==> src/rtl/gtl_pkg.sv <==
package gtl_pkg;
  localparam int unsigned STATE_W = 2;

  // {q1,q2}; only single-bit steps between codes
  typedef enum logic [STATE_W-1:0] {
    ST_IDLE  = 2'b00,
    ST_ARMED = 2'b01,
    ST_SET   = 2'b11,
    ST_DRAIN = 2'b10
  } gtl_state_e;
endpackage

==> src/rtl/gtl_sync.sv <==
module gtl_sync #(
  parameter int unsigned WIDTH  = 2,
  parameter int unsigned STAGES = 2
) (
  input  logic             clk_i,
  input  logic             rst_ni,
  input  logic [WIDTH-1:0] d_i,
  output logic [WIDTH-1:0] q_o
);
  localparam int unsigned LAST = STAGES - 1;

  for (genvar b = 0; b < WIDTH; b++) begin : g_bit
    logic [STAGES-1:0] chain_q;
    always_ff @(posedge clk_i or negedge rst_ni) begin
      if (!rst_ni) chain_q <= '0;
      else         chain_q <= {chain_q[STAGES-2:0], d_i[b]};
    end
    assign q_o[b] = chain_q[LAST];
  end
endmodule

==> src/rtl/gtl_edge.sv <==
module gtl_edge (
  input  logic clk_i,
  input  logic rst_ni,
  input  logic en_i,
  input  logic dat_i,
  output logic en_rise_o,
  output logic dat_chg_o
);
  logic en_q, dat_q;

  always_ff @(posedge clk_i or negedge rst_ni) begin
    if (!rst_ni) begin
      en_q  <= 1'b0;
      dat_q <= 1'b0;
    end else begin
      en_q  <= en_i;
      dat_q <= dat_i;
    end
  end

  assign en_rise_o = en_i & ~en_q;
  assign dat_chg_o = dat_i ^ dat_q;
endmodule

==> src/rtl/gtl_fsm.sv <==
module gtl_fsm
  import gtl_pkg::*;
(
  input  logic       clk_i,
  input  logic       rst_ni,
  input  logic       en_i,
  input  logic       en_rise_i,
  input  logic       dat_chg_i,
  output gtl_state_e state_o
);
  gtl_state_e state_q, state_d;

  always_comb begin
    state_d = state_q;
    unique case (state_q)
      ST_IDLE:  if (en_i) state_d = ST_ARMED;
      ST_ARMED: begin
        if (!en_i)                        state_d = ST_IDLE;
        else if (dat_chg_i && !en_rise_i) state_d = ST_SET;
      end
      ST_SET:   if (!en_i) state_d = ST_DRAIN;
      ST_DRAIN: state_d = ST_IDLE;
      default:  state_d = ST_IDLE;
    endcase
  end

  always_ff @(posedge clk_i or negedge rst_ni) begin
    if (!rst_ni) state_q <= ST_IDLE;
    else         state_q <= state_d;
  end

  assign state_o = state_q;

  AST_ONE_BIT_STEP: assert property (@(posedge clk_i) disable iff (!rst_ni)
    $countones(state_q ^ $past(state_q)) <= 1);
  AST_DRAIN_EXIT: assert property (@(posedge clk_i) disable iff (!rst_ni)
    state_q == ST_DRAIN |=> state_q == ST_IDLE);
  AST_DRAIN_ENTRY: assert property (@(posedge clk_i) disable iff (!rst_ni)
    state_q == ST_DRAIN |-> $past(state_q) == ST_SET);
  AST_SET_HOLD: assert property (@(posedge clk_i) disable iff (!rst_ni)
    (state_q == ST_SET && en_i) |=> state_q == ST_SET);
  AST_SET_CAUSE: assert property (@(posedge clk_i) disable iff (!rst_ni)
    (state_q == ST_SET && $past(state_q) != ST_SET) |->
      $past(dat_chg_i && en_i && !en_rise_i));
  AST_EN_LOW_NO_SET: assert property (@(posedge clk_i) disable iff (!rst_ni)
    !en_i |=> state_q != ST_SET);
endmodule

==> src/rtl/gated_toggle_latch.sv <==
module gated_toggle_latch
  import gtl_pkg::*;
#(
  parameter int unsigned SYNC_STAGES = 2
) (
  input  logic       clk_i,
  input  logic       rst_ni,
  input  logic       x1_i,
  input  logic       x2_i,
  output logic       z_o,
  output logic [1:0] state_o
);
  logic [1:0] raw, synced;
  logic       en_rise, dat_chg;
  gtl_state_e state;

  assign raw = {x2_i, x1_i};

  gtl_sync #(.WIDTH(2), .STAGES(SYNC_STAGES)) u_sync (
    .clk_i (clk_i),
    .rst_ni(rst_ni),
    .d_i   (raw),
    .q_o   (synced)
  );

  gtl_edge u_edge (
    .clk_i    (clk_i),
    .rst_ni   (rst_ni),
    .en_i     (synced[0]),
    .dat_i    (synced[1]),
    .en_rise_o(en_rise),
    .dat_chg_o(dat_chg)
  );

  gtl_fsm u_fsm (
    .clk_i    (clk_i),
    .rst_ni   (rst_ni),
    .en_i     (synced[0]),
    .en_rise_i(en_rise),
    .dat_chg_i(dat_chg),
    .state_o  (state)
  );

  // drain code carries q1=1 but must read as cleared
  assign z_o     = (state == ST_SET);
  assign state_o = state;

  AST_RESET_IDLE: assert property (@(posedge clk_i)
    !rst_ni |-> state_o == 2'b00 && !z_o);
  AST_CLEAR_ON_EN_LOW: assert property (@(posedge clk_i) disable iff (!rst_ni)
    !synced[0] |=> !z_o);
  AST_RISE_NO_SET: assert property (@(posedge clk_i) disable iff (!rst_ni)
    en_rise |=> !z_o);
endmodule

==> config.mk <==
export PLATFORM = sky130hd
export DESIGN_NAME = gated_toggle_latch
export DESIGN_NICKNAME = d
export VERILOG_FILES = /design/src/rtl/gtl_pkg.sv /design/src/rtl/gtl_sync.sv /design/src/rtl/gtl_edge.sv /design/src/rtl/gtl_fsm.sv /design/src/rtl/gated_toggle_latch.sv
export SDC_FILE = /design/constraint.sdc
export NUM_CORES = 1
export LEC_CHECK = 0
export BUFFER_PORTS_ARGS = -buffer_cell sky130_fd_sc_hd__buf_2
export CELL_PAD_IN_SITES_DETAIL_PLACEMENT = 2
export CELL_PAD_IN_SITES_GLOBAL_PLACEMENT = 2
export CORE_AREA = 2 2 39 41
export DETAILED_ROUTE_END_ITERATION = 12
export DIE_AREA = 0 0 41 43
export HOLD_SLACK_MARGIN = 0.02
export PLACE_DENSITY_LB_ADDON = 0.1
export SLEW_MARGIN = 20
export SYNTH_ARGS = -nofsm -noshare
export SYNTH_HDL_FRONTEND = slang
export SYNTH_HIERARCHICAL = 1
export SYNTH_SLANG_ARGS = --single-unit
==> constraint.sdc <==
create_clock -name clk_i -period 1.1 [get_ports clk_i]
set_clock_uncertainty 0.1 [all_clocks]
set_input_delay 0.11 -clock clk_i [delete_from_list [all_inputs] [get_ports clk_i]]
set_output_delay 0.11 -clock clk_i [all_outputs]
set_load 0.005 [all_outputs]
==> Yosys cells after proc, flatten, opt, wreduce, memory -nomap -nowiden <==
Index checks and enable logic that the tools add are counted.
{ "classes": {"add_sub_neg": 0, "multipliers": 0, "div_mod_pow": 0, "magnitude_cmp": 0, "eq_ne": 6, "n_shift": 0, "muxes": 5, "bitwise": 3, "reduce_logical": 4} }
{ "ops": {"columns": ["operator", "count"], "rows": [
  ["two-way mux 2 bit", 4],
  ["case mux 2 bit (4 select lines)", 1],
  ["== test 2 bit, second input constant", 2],
  ["inequality test 2 bit, second input constant", 2],
  ["inequality test 3 x 2 -> 1 bit, second input constant", 1],
  ["AND reduction 3 bit", 1],
  ["== test 2 x 1 -> 1 bit, second input constant", 1],
  ["logical NOT 2 bit", 1],
  ["bitwise AND 1 bit", 1],
  ["logical AND 1 bit", 1],
  ["logical NOT 1 bit", 1],
  ["inverter 1 bit", 1],
  ["XOR 1 bit", 1]
]} }
{ "totals": {"register_bits": 8, "latchBits": 0, "mem_bits_rw": 0, "rom_bits": 0, "in_bits": 4, "out_inout_bits": 3, "memories": 0} }

==> Depth between registers and ports, before layout <==
{ "logic_depth": {"depth_word": 7, "ltp_mapped": 4, "ltp_nobuf": 3} }

==> Modules after synthesis <==
The synthesis kept the hierarchy.
{ "by_module_without_submodules": {"columns": ["mod", "instances", "cells_per_inst", "area_per_inst_um2", "seq_area_each_um2"], "rows": [
  ["gtl_sync", 1, 6, 115.1, 100.1],
  ["gtl_fsm", 1, 7, 77.6, 50.0],
  ["gtl_edge", 1, 4, 65.1, 50.0],
  ["gated_toggle_latch", 1, 1, 6.3, 0.0]
]} }

==> Worst setup path before layout <==
Ideal clock, no wire load.
{ "synth_path": {"path_kind": "register -> register", "start": "reg u_sync.g_bit[0].chain_q[1]", "end": "reg u_fsm.state_q[1] (netlist: u_fsm/state_o[1])", "setup_time_ns": 0.077, "arrival_time_ns": 0.834, "slack_ns": 0.089, "stages_incl_launch_ff": 5, "path_buffers": 1, "synth_period_minus_slack_ns": 1.011, "cell_sequence": "dfrtp_1 -> buf_4 -> nor2b_1 -> nand3b_1 -> a21oi_1"} }
{ "synth_between": {"elab_chain_len": 5, "elab_cells_between_ends": 9} }
{ "synth_rtl": {"columns": ["item", "line", "rtl"], "rows": [
  ["start, declared", "gtl_sync.sv:13", "logic [STAGES-1:0] chain_q;"],
  ["start signal, assigned", "gtl_sync.sv:16", "else chain_q <= {chain_q[STAGES-2:0], d_i[b]};"],
  ["bitwise AND 1 bit", "gtl_edge.sv:21", "assign en_rise_o = en_i & ~en_q;"],
  ["net en_rise", "gated_toggle_latch.sv:14", "logic en_rise, dat_chg;"],
  ["logical NOT 1 bit", "gtl_fsm.sv:19", "else if (dat_chg_i && !en_rise_i) state_d = ST_SET;"],
  ["logical AND 1 bit", "gtl_fsm.sv:19", null],
  ["inequality test 3 x 2 -> 1 bit (no line)", null, null],
  ["AND reduction 3 bit (no line)", null, null],
  ["end signal, assigned", "gtl_fsm.sv:29", "else state_q <= state_d;"],
  ["end, declared", "gtl_fsm.sv:11", "gtl_state_e state_q, state_d;"]
]} }
The timed path passes the listed nets, and every way through them passes these cells.
A chain may end at the register's enable or synchronous reset.

==> Worst setup path after layout <==
{ "layout_path": {"start": "reg u_fsm.state_q[1] (netlist: u_fsm/state_o[1])", "end": "out z_o"} }
{ "layout_between": {"elab_chain_len": 1} }
{ "layout_rtl": {"columns": ["item", "line", "rtl"], "rows": [
  ["== test 2 bit", "gated_toggle_latch.sv:45", "assign z_o = (state == ST_SET);"],
  ["end, declared", "gated_toggle_latch.sv:10", "output logic z_o,"]
]} }
No other way between the ends.

==> impl_metrics.toml <==
[drt]
detailroute.via_count = 173
first_iter_violations = 0
post_drt_wl_per_cell_um = 8.72
routed_wl_um = 410
postRouteAntennaNets = 0
drt-pass1-iter-count = 1
detailed_route_drc_error_count = 0
post_drt_via_cell_ratio = 3.68

[clocking]
clock_latency_ns = 0.24
cts_htree_levels = 1
tritoncts = "yes"
path_clk_slew_ns = 0.05
cts_max_path_buffers = 2
tritoncts.num_buffers = 3
cts_root_buf = "sky130_fd_sc_hd__clkbuf_4"
clock_sinks = 8

[timing]
tightestPinTransition_ns = 0.181
timing.final.crit_period_ns = 1.11
post-route-worst-setup-slack_ns = -0.00923
fmax_ghz = 0.902
timing_hold_violations_final = 0
setup_viol_count_final = 1
grt_setup_unrepaired = "true"
setup_total_negative_slack_ns = -0.00923
final_min_period_over_clock_period = 1.01
max-slew-margin-rel = 0.880
report.final.slew_viol_count = 0

[power_and_ir_drop]
areal_power_density_over_the_cells_nw_per_um2 = 1550
pwr-share-seq = 0.545
p_clk_frac = 0.361
sw_frac_of_total = 0.198
internal_dissipation_w = 0.000472
static-leakage-power_nw = 0.186
design_power_total_w = 0.000588
power.net_switching_w = 0.000116
pwr-share-comb = 0.094
vdd.ir_drop.worst_mv = 0.493

[status]
violations = "negative setup slack"
run_status = "complete, but fails checks"

[synth]
yosys-mux-area-fraction = 0
post_synth_xor_area_fraction = 0.0332
synth_seq_area_share = 0.758
synthCells = 18
yosys_reg_bits = 8
largest_family_of_logic_cells_by_synthesized_area = "buffers and inverters"
yosys_warnings = 6
netlist_area_um2 = 264
synthSimpleGateAreaFrac = 0.0758
synth_cell_type_count = 9
post_synth.cell_area_avg_um2 = 14.7
synth_compound_area_frac = 0.0474
synth_nets = 22
synth_area_in_adders = 0

[cells_and_area]
final_cell_count_no_fill = 47
diodes = 0
mostFrequentLayoutCell = "sky130_fd_sc_hd__dfrtp_1"
most_used_cells_in_the_layout_excluding_fill_and_tap_cells = "sky130_fd_sc_hd__dfrtp_1 (8), sky130_fd_sc_hd__buf_2 (5), sky130_fd_sc_hd__clkbuf_4 (3), sky130_fd_sc_hd__dlygate4sd3_1 (3), sky130_fd_sc_hd__buf_4 (3)"
final_layout_size_suffix_gt1_frac = 0.387
num-fill-cells = 155
num-nets-final = 37
syn_to_final_growth_pct = 44.1

[global_routing]
grt_max_degree = 9
globalRoute.totalOverflow = 0
grt_pass1_wl_um = 655
grt_antenna_before_repair = 0
grtUsageTotal = 0.0620
first_global_vias = 181

[setup_path]
r2r.worst_path.cells = 3
worstSetupEndpointType = "primary output"
setup.reg_to_reg.worst_slack_ns = 0.09
critical_path_arrival_ns = 0.90
reg2reg_from = "u_sync/g_bit[0].chain_q[1]"
worstReg2RegEnd = "u_fsm/state_o[1]"
timing.critical_path.from_type = "register"
crit_path_max_fanout = 3
critPathKind = "register to primary output"
cp_data_required_time_ns = 0.89

[floorplan]
placementRows = 14
chip_height_um = 43
die_x_um = 41
io_pins = 7
die-area_um2 = 1760
initial_core_util = 0.191
design.core.area_um2 = 1380

[min_path]
hold_class = "input port to async pin"

[placement]
gpl.final_weighted_congestion = 0.582
place_inst = 38
io_buffer_count = 6

[job]
cap_viol_max_count = 0
[worst max-delay path by stage]
stage / startpoint / to / slack (ns) / cells after the start
final: u_fsm/state_o[1] / z_o / -0.009 / 2
after global routing: u_fsm/state_o[1] / z_o / -0.06 / 2
after CTS: u_fsm/state_o[1] / z_o / -0.02 / 2
after detailed placement: u_sync/g_bit[0].chain_q[1] / u_fsm/state_o[1] / 0.09 / 3
after global placement: u_sync/g_bit[0].chain_q[1] / u_fsm/state_o[1] / 0.09 / 3
after floorplan: u_sync/g_bit[0].chain_q[1] / u_fsm/state_o[1] / 0.09 / 4
[critical path, stage by stage, from the launching register on]
cell and delay, ns:
sky130_fd_sc_hd__dfrtp_1 0.38, sky130_fd_sc_hd__and2_1 0.15, sky130_fd_sc_hd__buf_2 0.12
[kinds of logic (layout without fill, tap and decap cells)]
group                     Yosys count  in the layout
AOI/OAI and AO/OA                   2              2
DFF                                 8              8
buffers and inverters               4             17
xor gates and xnor gates            1              1
and+or+nand+nor                     3              3
[power groups by stage]
stage	Clock (W)	Combinational, W	Sequential [W]
floorplan	0	0.0000180	0.000323
global placement	0	0.0000311	0.000325
detailed placement	0	0.0000318	0.000326
CTS	0.000230	0.0000487	0.000320
global route	0.000247	0.0000631	0.000322
finish	0.000212	0.0000555	0.000320
[flip-flops by register name, summed over array words and instances, names as in the netlist]
name	flops
u_edge/en_q	1
u_sync/g_bit.chain_q	4
u_fsm/state_o	2
u_edge/dat_q	1
[synthesized netlist by cell type (all sizes together)]
cell type / n / area [um2]
nor2b: 1 / 6.26
xor2: 1 / 8.76
dfrtp: 8 / 200
nand3b: 1 / 7.51
inv: 2 / 7.51
and2: 1 / 6.26
a21boi: 1 / 7.51
a21oi: 1 / 5.00
buf: 2 / 15.0
[layer usage]
metal	wire length, um	global-route usage	share of wire
met3	27	0.0157	0.066
met5	0	0	0
met2	223	0.0906	0.54
met1	160	0.0569	0.39
met4	0	0.0800	0
[final cells by class]
class / instances / area (um2) / area share
well taps: 16 / 20.0 / 0.0526
repair buffers: 12 / 88.8 / 0.234
flip-flops and latches: 8 / 200 / 0.526
inverters: 2 / 7.51 / 0.0197
clock buffers: 3 / 22.5 / 0.0592
multi-input cells: 6 / 41.3 / 0.109
[through the flow]
stage / hold slack (ns) / utilization / setup slack (ns) / instance area [um2]
2_1_floorplan: -0.286 / - / 0.0886 / 264
3_3_place_gp: -0.144 / 0.216 / 0.0896 / 299
3_5_place_dp: -0.138 / 0.216 / 0.0880 / 299
4_1_cts: 0.124 / 0.265 / -0.0209 / 367
5_1_grt: 0.139 / 0.275 / -0.0629 / 380
6_report: 0.134 / 0.275 / -0.00923 / 380
[what timing repair did]
item                                   CTS  global route
endpoints found under the hold margin   10             0
pin swaps                                1             0
resized for setup                        0             1
hold buffers                             3             0
buffers inserted                         2             1
setup endpoints to repair                1             2
Power figures use the tool's default switching activity.
